==> config.mk <==
export PLATFORM = sky130hd
export DESIGN_NAME = nand_seq
export DESIGN_NICKNAME = d
export VERILOG_FILES = /design/src/rtl/nand_seq.sv
export SDC_FILE = /design/constraint.sdc
export NUM_CORES = 1
export LEC_CHECK = 0
export BUFFER_PORTS_ARGS = -buffer_cell sky130_fd_sc_hd__buf_4
export CAP_MARGIN = 20
export CORE_MARGIN = 2
export CORE_UTILIZATION = 40
export CTS_BUF_LIST = sky130_fd_sc_hd__clkbuf_8
export DETAILED_ROUTE_END_ITERATION = 10
export GPL_TIMING_DRIVEN = 0
export PLACE_DENSITY = 0.69
export SYNTH_ARGS = -nofsm -noshare
export SYNTH_HDL_FRONTEND = slang
export SYNTH_SLANG_ARGS = --single-unit
export TNS_END_PERCENT = 5
==> constraint.sdc <==
create_clock -name clk -period 7.1 [get_ports clk]
set_input_delay 1.775 -clock clk [delete_from_list [all_inputs] [get_ports clk]]
set_output_delay 1.775 -clock clk [all_outputs]
set_load 0.01 [all_outputs]
==> src/rtl/nand_seq.sv <==
module nand_seq #(
  parameter int LEN_W       = 8,
  parameter int LARGE_SPARE = 2048,
  parameter int GUARD       = 3
) (
  input  logic             clk,
  input  logic             rst_n,
  input  logic             req,
  input  logic [2:0]       op,
  input  logic [11:0]      column,
  input  logic [23:0]      page,
  input  logic             large_page,
  input  logic             bus16,
  input  logic [1:0]       size_class,
  input  logic [LEN_W-1:0] xfer_len,
  input  logic [3:0]       pulse_cycles,
  output logic             idle,
  output logic             done,
  output logic             cle,
  output logic             ale,
  output logic             we_n,
  output logic             re_n,
  output logic [7:0]       io_out,
  output logic             io_oe,
  input  logic [7:0]       io_in,
  input  logic             rb_n,
  output logic [LEN_W-1:0] byte_idx,
  input  logic [7:0]       wr_byte,
  output logic             rd_valid,
  output logic [7:0]       rd_data
);
  localparam logic [2:0] OP_RD = 3'd0, OP_SP = 3'd1, OP_RO = 3'd2, OP_PG = 3'd3,
                         OP_ER = 3'd4, OP_ID = 3'd5, OP_ST = 3'd6, OP_RS = 3'd7;

  typedef enum logic [2:0] {S_IDLE, S_CMD1, S_ADDR, S_WDATA, S_CMD2, S_WAIT, S_RDATA, S_DONE} st_t;

  st_t              st, nxt;
  logic [2:0]       op_q;
  logic [11:0]      col_q;
  logic [23:0]      page_q;
  logic             large_q;
  logic [1:0]       cls_q;
  logic [LEN_W-1:0] len_q, idx, reps, rlen, wlen;
  logic [3:0]       tp, cnt;
  logic             hi;
  logic [2:0]       pbytes, n_addr;
  logic [7:0]       cmd1, cmd2;
  logic             has_cmd2, waits;
  logic [7:0]       ab [5];
  logic [7:0]       en;
  logic [11:0]      base;

  always_comb begin
    base = (op == OP_SP && large_page) ? column + 12'(LARGE_SPARE) : column;
    if (bus16 && (op == OP_RD || op == OP_SP || op == OP_RO || op == OP_PG))
      base = base >> 1;
  end

  assign pbytes = (cls_q == 2'd0) ? 3'd1 : (cls_q == 2'd1) ? 3'd2 : 3'd3;

  always_comb begin
    cmd1 = 8'h00; cmd2 = 8'h00; has_cmd2 = 1'b0; waits = 1'b0; n_addr = 3'd0;
    rlen = '0; wlen = '0;
    for (int i = 0; i < 5; i++) ab[i] = 8'h00;
    if (large_q) begin
      ab[0] = col_q[7:0]; ab[1] = {4'h0, col_q[11:8]};
      ab[2] = page_q[7:0]; ab[3] = page_q[15:8]; ab[4] = page_q[23:16];
    end else begin
      ab[0] = col_q[7:0];
      ab[1] = page_q[7:0]; ab[2] = page_q[15:8]; ab[3] = page_q[23:16];
    end
    case (op_q)
      OP_RD, OP_SP: begin
        cmd1 = (op_q == OP_SP && !large_q) ? 8'h50 : 8'h00;
        cmd2 = 8'h30; has_cmd2 = large_q; waits = 1'b1;
        n_addr = pbytes + (large_q ? 3'd2 : 3'd1); rlen = len_q;
      end
      OP_RO: begin
        cmd1 = 8'h05; cmd2 = 8'hE0; has_cmd2 = large_q;
        n_addr = large_q ? 3'd2 : 3'd1; rlen = len_q;
      end
      OP_PG: begin
        cmd1 = 8'h80; cmd2 = 8'h10; has_cmd2 = 1'b1; waits = 1'b1;
        n_addr = pbytes + (large_q ? 3'd2 : 3'd1); wlen = len_q;
      end
      OP_ER: begin
        cmd1 = 8'h60; cmd2 = 8'hD0; has_cmd2 = 1'b1; waits = 1'b1; n_addr = pbytes;
        ab[0] = page_q[7:0]; ab[1] = page_q[15:8]; ab[2] = page_q[23:16];
      end
      OP_ID: begin
        cmd1 = 8'h90; n_addr = 3'd1; rlen = LEN_W'(8); ab[0] = col_q[7:0];
      end
      OP_ST: begin cmd1 = 8'h70; rlen = LEN_W'(1); end
      default: begin cmd1 = 8'hFF; waits = 1'b1; end
    endcase
  end

  always_comb begin
    en = '0;
    en[S_CMD1]  = 1'b1;
    en[S_ADDR]  = n_addr != 3'd0;
    en[S_WDATA] = wlen != '0;
    en[S_CMD2]  = has_cmd2;
    en[S_WAIT]  = waits;
    en[S_RDATA] = rlen != '0;
    en[S_DONE]  = 1'b1;
    nxt = S_DONE;
    for (int s = 7; s >= 1; s--)
      if (3'(s) > st && en[s]) nxt = st_t'(3'(s));
  end

  always_comb
    case (st)
      S_ADDR:  reps = LEN_W'(n_addr);
      S_WDATA: reps = wlen;
      S_RDATA: reps = rlen;
      default: reps = LEN_W'(1);
    endcase

  always_ff @(posedge clk or negedge rst_n)
    if (!rst_n) begin
      st <= S_IDLE; op_q <= '0; col_q <= '0; page_q <= '0; large_q <= 1'b0;
      cls_q <= '0; len_q <= '0; tp <= 4'd1; cnt <= '0; hi <= 1'b0; idx <= '0;
      rd_valid <= 1'b0; rd_data <= '0;
    end else begin
      rd_valid <= 1'b0;
      case (st)
        S_IDLE: if (req) begin
          op_q <= op; col_q <= base; page_q <= page; large_q <= large_page;
          cls_q <= size_class; len_q <= xfer_len;
          tp <= (pulse_cycles == 4'd0) ? 4'd1 : pulse_cycles;
          cnt <= '0; hi <= 1'b0; idx <= '0; st <= S_CMD1;
        end
        S_WAIT:
          if (cnt != 4'(GUARD)) cnt <= cnt + 4'd1;
          else if (rb_n) begin cnt <= '0; st <= nxt; end
        S_DONE: st <= S_IDLE;
        default:
          if (cnt == tp - 4'd1) begin
            cnt <= '0;
            if (!hi) begin
              hi <= 1'b1;
              if (st == S_RDATA) begin rd_valid <= 1'b1; rd_data <= io_in; end
            end else begin
              hi <= 1'b0;
              if (idx == reps - 1'b1) begin idx <= '0; st <= nxt; end
              else idx <= idx + 1'b1;
            end
          end else cnt <= cnt + 4'd1;
      endcase
    end

  assign idle     = st == S_IDLE;
  assign done     = st == S_DONE;
  assign cle      = st == S_CMD1 || st == S_CMD2;
  assign ale      = st == S_ADDR;
  assign io_oe    = cle || ale || st == S_WDATA;
  assign we_n     = !(io_oe && !hi);
  assign re_n     = !(st == S_RDATA && !hi);
  assign byte_idx = idx;
  assign io_out   = (st == S_CMD1) ? cmd1 : (st == S_CMD2) ? cmd2 :
                    (st == S_ADDR) ? ab[idx[2:0]] : (st == S_WDATA) ? wr_byte : 8'h00;

  p_latch_excl_r6: assert property (@(posedge clk) disable iff (!rst_n) !(cle && ale));
  p_strobe_excl_r12: assert property (@(posedge clk) disable iff (!rst_n) !(!we_n && !re_n));
  p_re_ready_r11: assert property (@(posedge clk) disable iff (!rst_n) $fell(re_n) |-> rb_n);
  p_done_ready_r11: assert property (@(posedge clk) disable iff (!rst_n) done |-> rb_n);
  p_done_pulse_r11: assert property (@(posedge clk) disable iff (!rst_n) done |=> !done);
  p_busy_hold_r13: assert property (@(posedge clk) disable iff (!rst_n) !idle |=> $stable(op_q) && $stable(page_q));
endmodule

==> results of run 1 <==
-- area by class of cell --
class,count,area share
Buffer,45,0.0267
Clock buffer,9,0.0188
Clock inverter,7,0.0123
Inverter,12,0.00683
Multi-Input combinational cell,542,0.477
Sequential cell,79,0.300
Tap cell,176,0.0334
Timing Repair Buffer,107,0.125
-- cell families after synthesis --
group,synth area share
xor+xnor,0.0295
fa+ha+maj,0.0140
mux,0.0973
compound gates,0.168
buf+inv,0.0414
simple gates,0.279
flops,0.370
-- registers in the layout, summed over array words and instances, names as in the netlist --
name and flops:
op_q 3, hi 1, cnt 4, len_q 8, rd_valid 1, rd_data 8, st 3, large_q 1
tp 4, byte_idx 8, col_q 12, page_q 24, cls_q 2
-- critical path: cells and delay by family, from the launching register on --
| family | cells | cell delay (ns) |
|---|---|---|
| compound gates | 6 | 1.54 |
| buf+inv | 3 | 0.60 |
| flops | 1 | 0.46 |
| simple gates | 2 | 0.65 |
-- worst max-delay path by stage --
| stage | start | end | slack (ns) | depth (start not counted) |
|---|---|---|---|---|
| finish | op_q[0] | io_out[7] | 1.71 | 11 |
| global route | op_q[0] | io_out[7] | 1.55 | 11 |
| CTS | op_q[0] | io_out[7] | 1.80 | 11 |
| detailed placement | op_q[0] | io_out[7] | 2.23 | 11 |
| global placement | op_q[0] | io_out[7] | 2.25 | 11 |
| floorplan | op_q[0] | io_out[7] | 2.81 | 10 |
-- through the flow --
stage	cell area (um2)	worst slack (ns)
3_3_place_gp	6360	2.25
5_1_grt	6600	1.55
3_5_place_dp	6360	2.23
2_1_floorplan	5350	2.81
4_1_cts	6570	1.80
6_report	6600	1.71
-- cells in the final DEF (no fill, tap or decap), types with 6 or more instances in the layout --
| cell | Yosys | layout |
|---|---|---|
| a31oi_1 | 8 | 8 |
| a22oi_1 | 6 | 6 |
| nand2b_1 | 15 | 15 |
| nor2b_1 | 9 | 9 |
| buf_1 | 7 | 7 |
| o31ai_1 | 7 | 7 |
| nor3_1 | 12 | 12 |
| ha_1 | 6 | 6 |
| buf_4 | 0 | 106 |
| nand2_1 | 184 | 184 |
| mux2i_1 | 34 | 34 |
| nor2_1 | 44 | 44 |
| dfrtp_1 | 78 | 78 |
| clkbuf_1 | 32 | 32 |
| a211oi_1 | 9 | 9 |
| o21ai_0 | 49 | 49 |
| and3_1 | 12 | 12 |
| buf_2 | 6 | 6 |
| inv_1 | 12 | 12 |
| clkbuf_8 | 0 | 9 |
| a21oi_1 | 44 | 44 |
| xnor2_1 | 14 | 14 |
| mux2_2 | 10 | 10 |
-- power groups by stage --
stage / Sequential (mW) / Clock, mW / Combinational (mW)
finish: 0.820 / 0.361 / 1.44
CTS: 0.813 / 0.370 / 1.43
floorplan: 0.749 / 0 / 1.05
detailed placement: 0.822 / 0 / 1.43
global route: 0.843 / 0.390 / 1.62
global placement: 0.817 / 0 / 1.41
-- routing by layer --
| layer | global-route usage | wire [um] | vias to the layer above |
|---|---|---|---|
| li1 | - | - | 2596 |
| met1 | 0.323 | 7170 | 2460 |
| met2 | 0.357 | 7330 | 171 |
| met3 | 0.0380 | 877 | 34 |
| met4 | 0.0971 | 439 | 0 |
| met5 | 0 | 0 | - |
==> key figures, run 1 <==
Status
  • Status: completed

Layout
  • Final non-filler cell total: roughly 1,000
  • Number of antenna diodes: 0
  • Final Util: 0.502
  • Fill cells: roughly 1,300
  • Layout cells sized above 1: 0.196
  • Multi-input gate area: roughly 3100 um2
  • Area Overhead vs Synth: 23.4%
  • Fin nets: ~880
  • Reg area: just under 2000 um2

Power and ir drop
  • Leakage: 3.14 nW
  • Maximum VDD drop: 0.000187 V
  • Sw Ratio: 0.464
  • Clock power share: 0.137
  • Tot Pwr: roughly 2.6 mW
  • PD cells: roughly 400 nW/um2
  • Combinational share of power: 0.550
  • Sw power: around 1.2 mW
  • Pint: ~1.4 mW
  • Flop pwr share: 0.312

Clock network
  • CTS Buf Count: 9
  • CTS resizes: 0
  • Hold_buf cts: 0
  • CTS HTree Levels: 3
  • Worst-path clk slew: ~0.10 ns
  • Worst-Skew Late Latency: 0.38 ns
  • Clk root buf: clkbuf_8
  • CTS tree: yes
  • Worst-case clock buffer depth: 2
  • CTS sink count: 79
  • Setup Fix Bufs, Post-CTS: 0

Synthesis
  • Netlist cell types: 60
  • Post-Synthesis Cells: between 600 and 700
  • Most frequent cell after synthesis: nand2_1
  • Synth warn: 0
  • Post-synth top area cell: dfrtp_1
  • Ys flop type: dfrtp_1
  • Post-synthesis instance area: roughly 5300 um2
  • Top-area cell type share of the netlist area: 0.365
  • Synth area leaders: dfrtp_1, nand2_1, mux2i_1
  • Seq/Total Area, Yosys: 0.370
  • Avg Inst Size Synth: just under 8 um2
  • Number of synthesized register bits: between 70 and 80
  • FFs w/ async S/R, synth: 1.00
  • EDFF count, synth: 0
  • Post-synth net total: around 760
  • Top cells by count, synth: nand2_1, dfrtp_1, o21ai_0

Worst setup path
  • Peak fanout along the critical path: 10
  • Reg2Reg Setup Slack: ~2.7 ns
  • Element type at the critical path start: flip-flop
  • Cell Chain, Critical Path: clkbuf_1 > or3b_2 > clkbuf_1 > o21ai_0 > a22oi_1 > a2111oi_0 > a21oi_1 > nor2_1 > a21oi_1 > o21ai_0 > buf_4
  • Reg2reg end: st[0]
  • Worst Setup Path Type: reg2out
  • Required @ worst endpoint: about 5.3 ns
  • CP max-delay cell: or3b_2
  • R2R cell count: 15
  • Worst path max stage delay: about 0.52 ns
  • Worst EP arrival: approximately 3.6 ns
  • Worst r2r src: large_q
  • Worst Setup End Kind: output pin

Drt
  • Via count: between 5,000 and 6,000
  • Pre-Repair DR Iteration Count: 5
  • Routed wire length per instance: 16.2 um
  • Drt total wl: between 15,000 and 20,000 um
  • 1st-iter DRT viols: 370
  • Routed vias/inst: ~5.4
  • Antenna viol nets, final: 0
  • DRC Markers: 0

Global route
  • Initial antenna violation count: 0
  • Vias in the first global route: 5,049
  • First-pass GRT wire length: around 26,000 um
  • GR Overflow Total: 0
  • Largest net degree at the start of global routing: 80
  • Gr usage total: 0.231

Floorplanning
  • Die width: between 100 and 150 um
  • I/O pin count: 107
  • Die Y: 120 um
  • Initial core utilization: 0.407
  • Cell Rows: 42
  • Placeable Area: 13,100 um2
  • Die Footprint: 14,300 um2

Job
  • Max-Cap Viols: 0

Min path
  • Hold path depth: 2
  • Startpoint of the worst hold path: col_q[10]
  • Hold Path Sink: col_q[10]
  • Hold Path Class: reg2reg

STA
  • Min Tclk post-route: between 5 and 6 ns
  • Final number of hold-violating endpoints: 0
  • F_max: about 0.19 GHz
  • # setup viols final: 0
  • Slew margin rel.: 0.359
  • Final period utilization: 0.759
  • Final Skew: roughly 0.012 ns
  • RSZ-0062 raised after global routing: no
  • Fin. max-slew vios: 0
  • Worst Tran Pin Value: 0.952 ns
  • Total negative slack: 0 ns
  • Hold Slack: ~0.5 ns

Placed design
  • DP HPWL: 11,900 um
  • # port buffers: ~110
  • Dpl cells: 960
  • GPL Wtd Cong: around 0.92
Power figures use the tool's default switching activity.
==> inputs of run 2 (changes only) <==
- ABC_AREA: default -> 1
- PLACE_DENSITY: 0.69 -> 0.72
- clock period: 7.1 -> 4.7 ns (I/O delays scaled with it)
==> run 2 against run 1 <==
Net effect:
- flip-flop and latch count stayed put
- wire length is 2.5% higher
- via count is 7.8% higher
- critical path depth is 3 lower
- sequential share of layout area is 0.11 points higher
- die area is 0.61% lower
- utilization hardly changed
- global-route usage is 0.38 points higher
- clock power is 54% higher
- synthesized cell count is 13% higher
- combinational power is 84% higher
- power is 69% higher
==> key figures, run 2 <==
Power and ir drop
  • Sw Ratio: 0.503 (+0.0393)
  • Pint: 2.20 mW (+57%)
  • Leakage: 3.23 nW (+3.1%)
  • Clock power share: 0.125 (-0.012)
  • Sw power: 2.23 mW (+83%)
  • Flop pwr share: 0.277 (-0.035)
  • Combinational share of power: 0.597 (+0.047)
  • PD cells: 675 nW/um2 (+70%)
  • Maximum VDD drop: 0.000246 V (+32%)

Layout
  • Reg area: 1980 um2 (unchanged)
  • Multi-input gate area: 2860 um2 (-9.2%)
  • Biggest regs: page_q (24), col_q (12)
  • Number of antenna diodes: 0 (unchanged)
  • Max reg flops: 24 (unchanged)
  • Fill cells: 1,363 (+3.3%)
  • Fin nets: 968 (+10%)
  • Largest Register: page_q
  • Commonest non-fill, non-tap cells in the layout: nand2_1, buf_4, inv_1
  • Post-route cell area: 6570 um2 (-0.38%)
  • Commonest non-fill, non-tap cell in the layout: nand2_1
  • Area Overhead vs Synth: 23.7%
  • Layout cells sized above 1: 0.200 (+0.00355)

STA
  • Worst Tran Pin Value: 0.671 ns (-0.281 ns)
  • Fin. max-slew vios: 0 (unchanged)
  • RSZ-0062 raised after global routing: no
  • Final period utilization: 0.880
  • Hold Slack: 0.482 ns (-0.0167 ns)
  • F_max: 0.242 GHz
  • # setup viols final: 0 (unchanged)
  • Final number of hold-violating endpoints: 0 (unchanged)
  • Total negative slack: 0 ns (unchanged)
  • Final Skew: 0.0124 ns (+0.000614 ns)
  • Slew margin rel.: 0.551 (+0.192)
  • Min Tclk post-route: 4.14 ns

Placed design
  • Dpl cell area: 6330 um2 (-0.53%)
  • # port buffers: 106 (unchanged)
  • GPL Wtd Cong: 0.970 (+5.0%)
  • DP HPWL: 12,400 um (+3.7%)

Synthesis
  • Post-synth top area cell: dfrtp_1
  • Avg Inst Size Synth: 6.91 um2 (-12%)
  • FFs w/ async S/R, synth: 1.00 (unchanged)
  • Number of synthesized register bits: 79 (unchanged)
  • Most frequent cell after synthesis: nand2_1
  • Seq/Total Area, Yosys: 0.372 (+0.00235)
  • Top cells by count, synth: nand2_1, inv_1, dfrtp_1, nor2_1, o21ai_0
  • Synth warn: 0 (unchanged)
  • Post-Synthesis Cells: 769 (+13%)
  • Post-synthesis instance area: 5310 um2 (-0.63%)
  • EDFF count, synth: 0 (unchanged)
  • Synth area leaders: dfrtp_1, nand2_1, o21ai_0
  • Post-synth net total: 850 (+12%)
  • Ys flop type: dfrtp_1
  • Netlist cell types: 42 (-30%)
  • Top-area cell type share of the netlist area: 0.367 (+0.00232)

Drt
  • Antenna viol nets, final: 0 (unchanged)
  • Routed vias/inst: 5.31 (-1.4%)
  • Drt total wl: 16,200 um (+2.5%)
  • DRC Markers: 0 (unchanged)
  • Via count: 5,670 (+7.8%)
  • Pre-Repair DR Iteration Count: 5 (unchanged)
  • Routed wire length per instance: 15.2 um (-6.2%)
  • 1st-iter DRT viols: 517 (+40%)

Floorplanning
  • I/O pin count: 107 (unchanged)
  • Die Footprint: 14,200 um2 (-0.61%)
  • Cell Rows: 42 (unchanged)
  • Die width: 119 um (-0.31%)
  • Initial core utilization: 0.406 (-0.000947)
  • Placeable Area: 13,100 um2 (-0.40%)
  • Die Y: 119 um (-0.31%)

Min path
  • Hold Path Class: reg2reg

Global route
  • Vias in the first global route: 5,271 (+4.4%)
  • Gr usage total: 0.235 (+0.00385)
  • First-pass GRT wire length: 26,500 um (+1.9%)
  • GR Overflow Total: 0 (unchanged)
  • Largest net degree at the start of global routing: 80 (unchanged)
  • Initial antenna violation count: 0 (unchanged)

Worst setup path
  • Worst Setup End Kind: output pin
  • Element type at the critical path start: flip-flop
  • Worst Setup Path Type: reg2out
  • Worst EP arrival: 2.96 ns (-0.65 ns)
  • Required @ worst endpoint: 3.52 ns (-1.81 ns)
  • Peak fanout along the critical path: 10 (unchanged)

Job
  • Max-Cap Viols: 0 (unchanged)

Clock network
  • Worst-case clock buffer depth: 2 (unchanged)
  • CTS Buf Count: 9 (unchanged)
  • Clk root buf: clkbuf_8
  • CTS HTree Levels: 3 (unchanged)
  • Worst-Skew Late Latency: 0.38 ns (about the same)
  • Worst-path clk slew: 0.09 ns (about the same)
  • Setup Fix Bufs, Post-CTS: 0 (unchanged)
  • CTS resizes: 0 (unchanged)
  • CTS sink count: 79 (unchanged)
  • CTS tree: yes
  • Hold_buf cts: 0 (unchanged)

Status
  • Status: completed
-- run 2: cell types whose count changed after synthesis, moves of 15 or more --
cell and delta:
nand3_1 +53, nand2b_1 -15, nor2_1 +34, a21oi_1 -21, mux2i_1 -34, o22ai_1 +19
nand2_1 +21, o21ai_0 +23, inv_1 +68
-- run 2: final cells by class --
type / instances / area share
clock inverters: 5 / 0.00952
inverters: 91 / 0.0520
clock buffers: 11 / 0.0230
multi-input cells: 569 / 0.435
flip-flops and latches: 79 / 0.301
plain buffers: 30 / 0.0208
repair buffers: 107 / 0.125
well taps: 176 / 0.0335
-- run 2: kinds of logic (layout without fill, tap and decap cells) --
logic type | Yosys count | after routing | share of synthesized area
and+or+nand+nor | 391 | 391 | 0.324
AOI/OAI and AO/OA | 158 | 158 | 0.175
buffers and inverters | 121 | 244 | 0.0899
DFF | 79 | 79 | 0.372
xor gates and xnor gates | 14 | 14 | 0.0245
adders and majority gates | 6 | 6 | 0.0141
-- run 2: routing by layer --
layer	routed length (um)	up-vias	share of wire	track usage
met2	7060	230	0.44	0.347
met3	1170	23	0.072	0.0398
li1	-	2783	-	-
met4	352	0	0.022	0.0841
met5	0	-	0	0
met1	7630	2634	0.47	0.346
-- run 2: path summary, 6_finish.rpt --
path | cells after the start | start | endpoint | slack (ns)
setup / recovery | 8 | byte_idx[1] | io_out[4] | 0.56
hold reg to reg | 2 | rd_data[4] | rd_data[4] | 0.48
hold / removal | 2 | rd_data[4] | rd_data[4] | 0.48
max in group asynchronous | 2 | rst_n | tp[0] | 3.33
setup reg to reg | 21 | large_q | st[2] | 1.24
min in group asynchronous | 1 | rst_n | page_q[6] | 0.73
-- run 2: power by group through the flow --
stage          sequential (mW)  clock (mW)  combinational (mW)
3_5_place_dp              1.23           0                2.60
4_1_cts                   1.22       0.566                2.61
2_1_floorplan             1.16           0                1.84
3_3_place_gp              1.22           0                2.58
6_report                  1.23       0.557                2.65
5_1_grt                   1.26       0.594                2.98
-- run 2: worst max-delay path, cell delays in order, from the launching register on --
cell	delay, ns
dfrtp_1	0.45
clkbuf_1	0.26
inv_1	0.16
clkbuf_1	0.41
nand4_1	0.44
o22ai_1	0.32
a21boi_0	0.14
o2111ai_1	0.20
buf_4	0.20
-- run 2: metrics by stage --
| stage | total power [mW] | cells | setup WS (ns) | util |
|---|---|---|---|---|
| 3_3_place_gp | 3.80 | 1051 | 1.16 | 0.484 |
| 5_1_grt | 4.84 | 1068 | 0.458 | 0.502 |
| 2_1_floorplan | 3.00 | 769 | 1.74 | - |
| 3_5_place_dp | 3.83 | 1051 | 1.16 | 0.484 |
| 6_report | 4.44 | 1068 | 0.562 | 0.502 |
| 4_1_cts | 4.39 | 1067 | 0.737 | 0.500 |
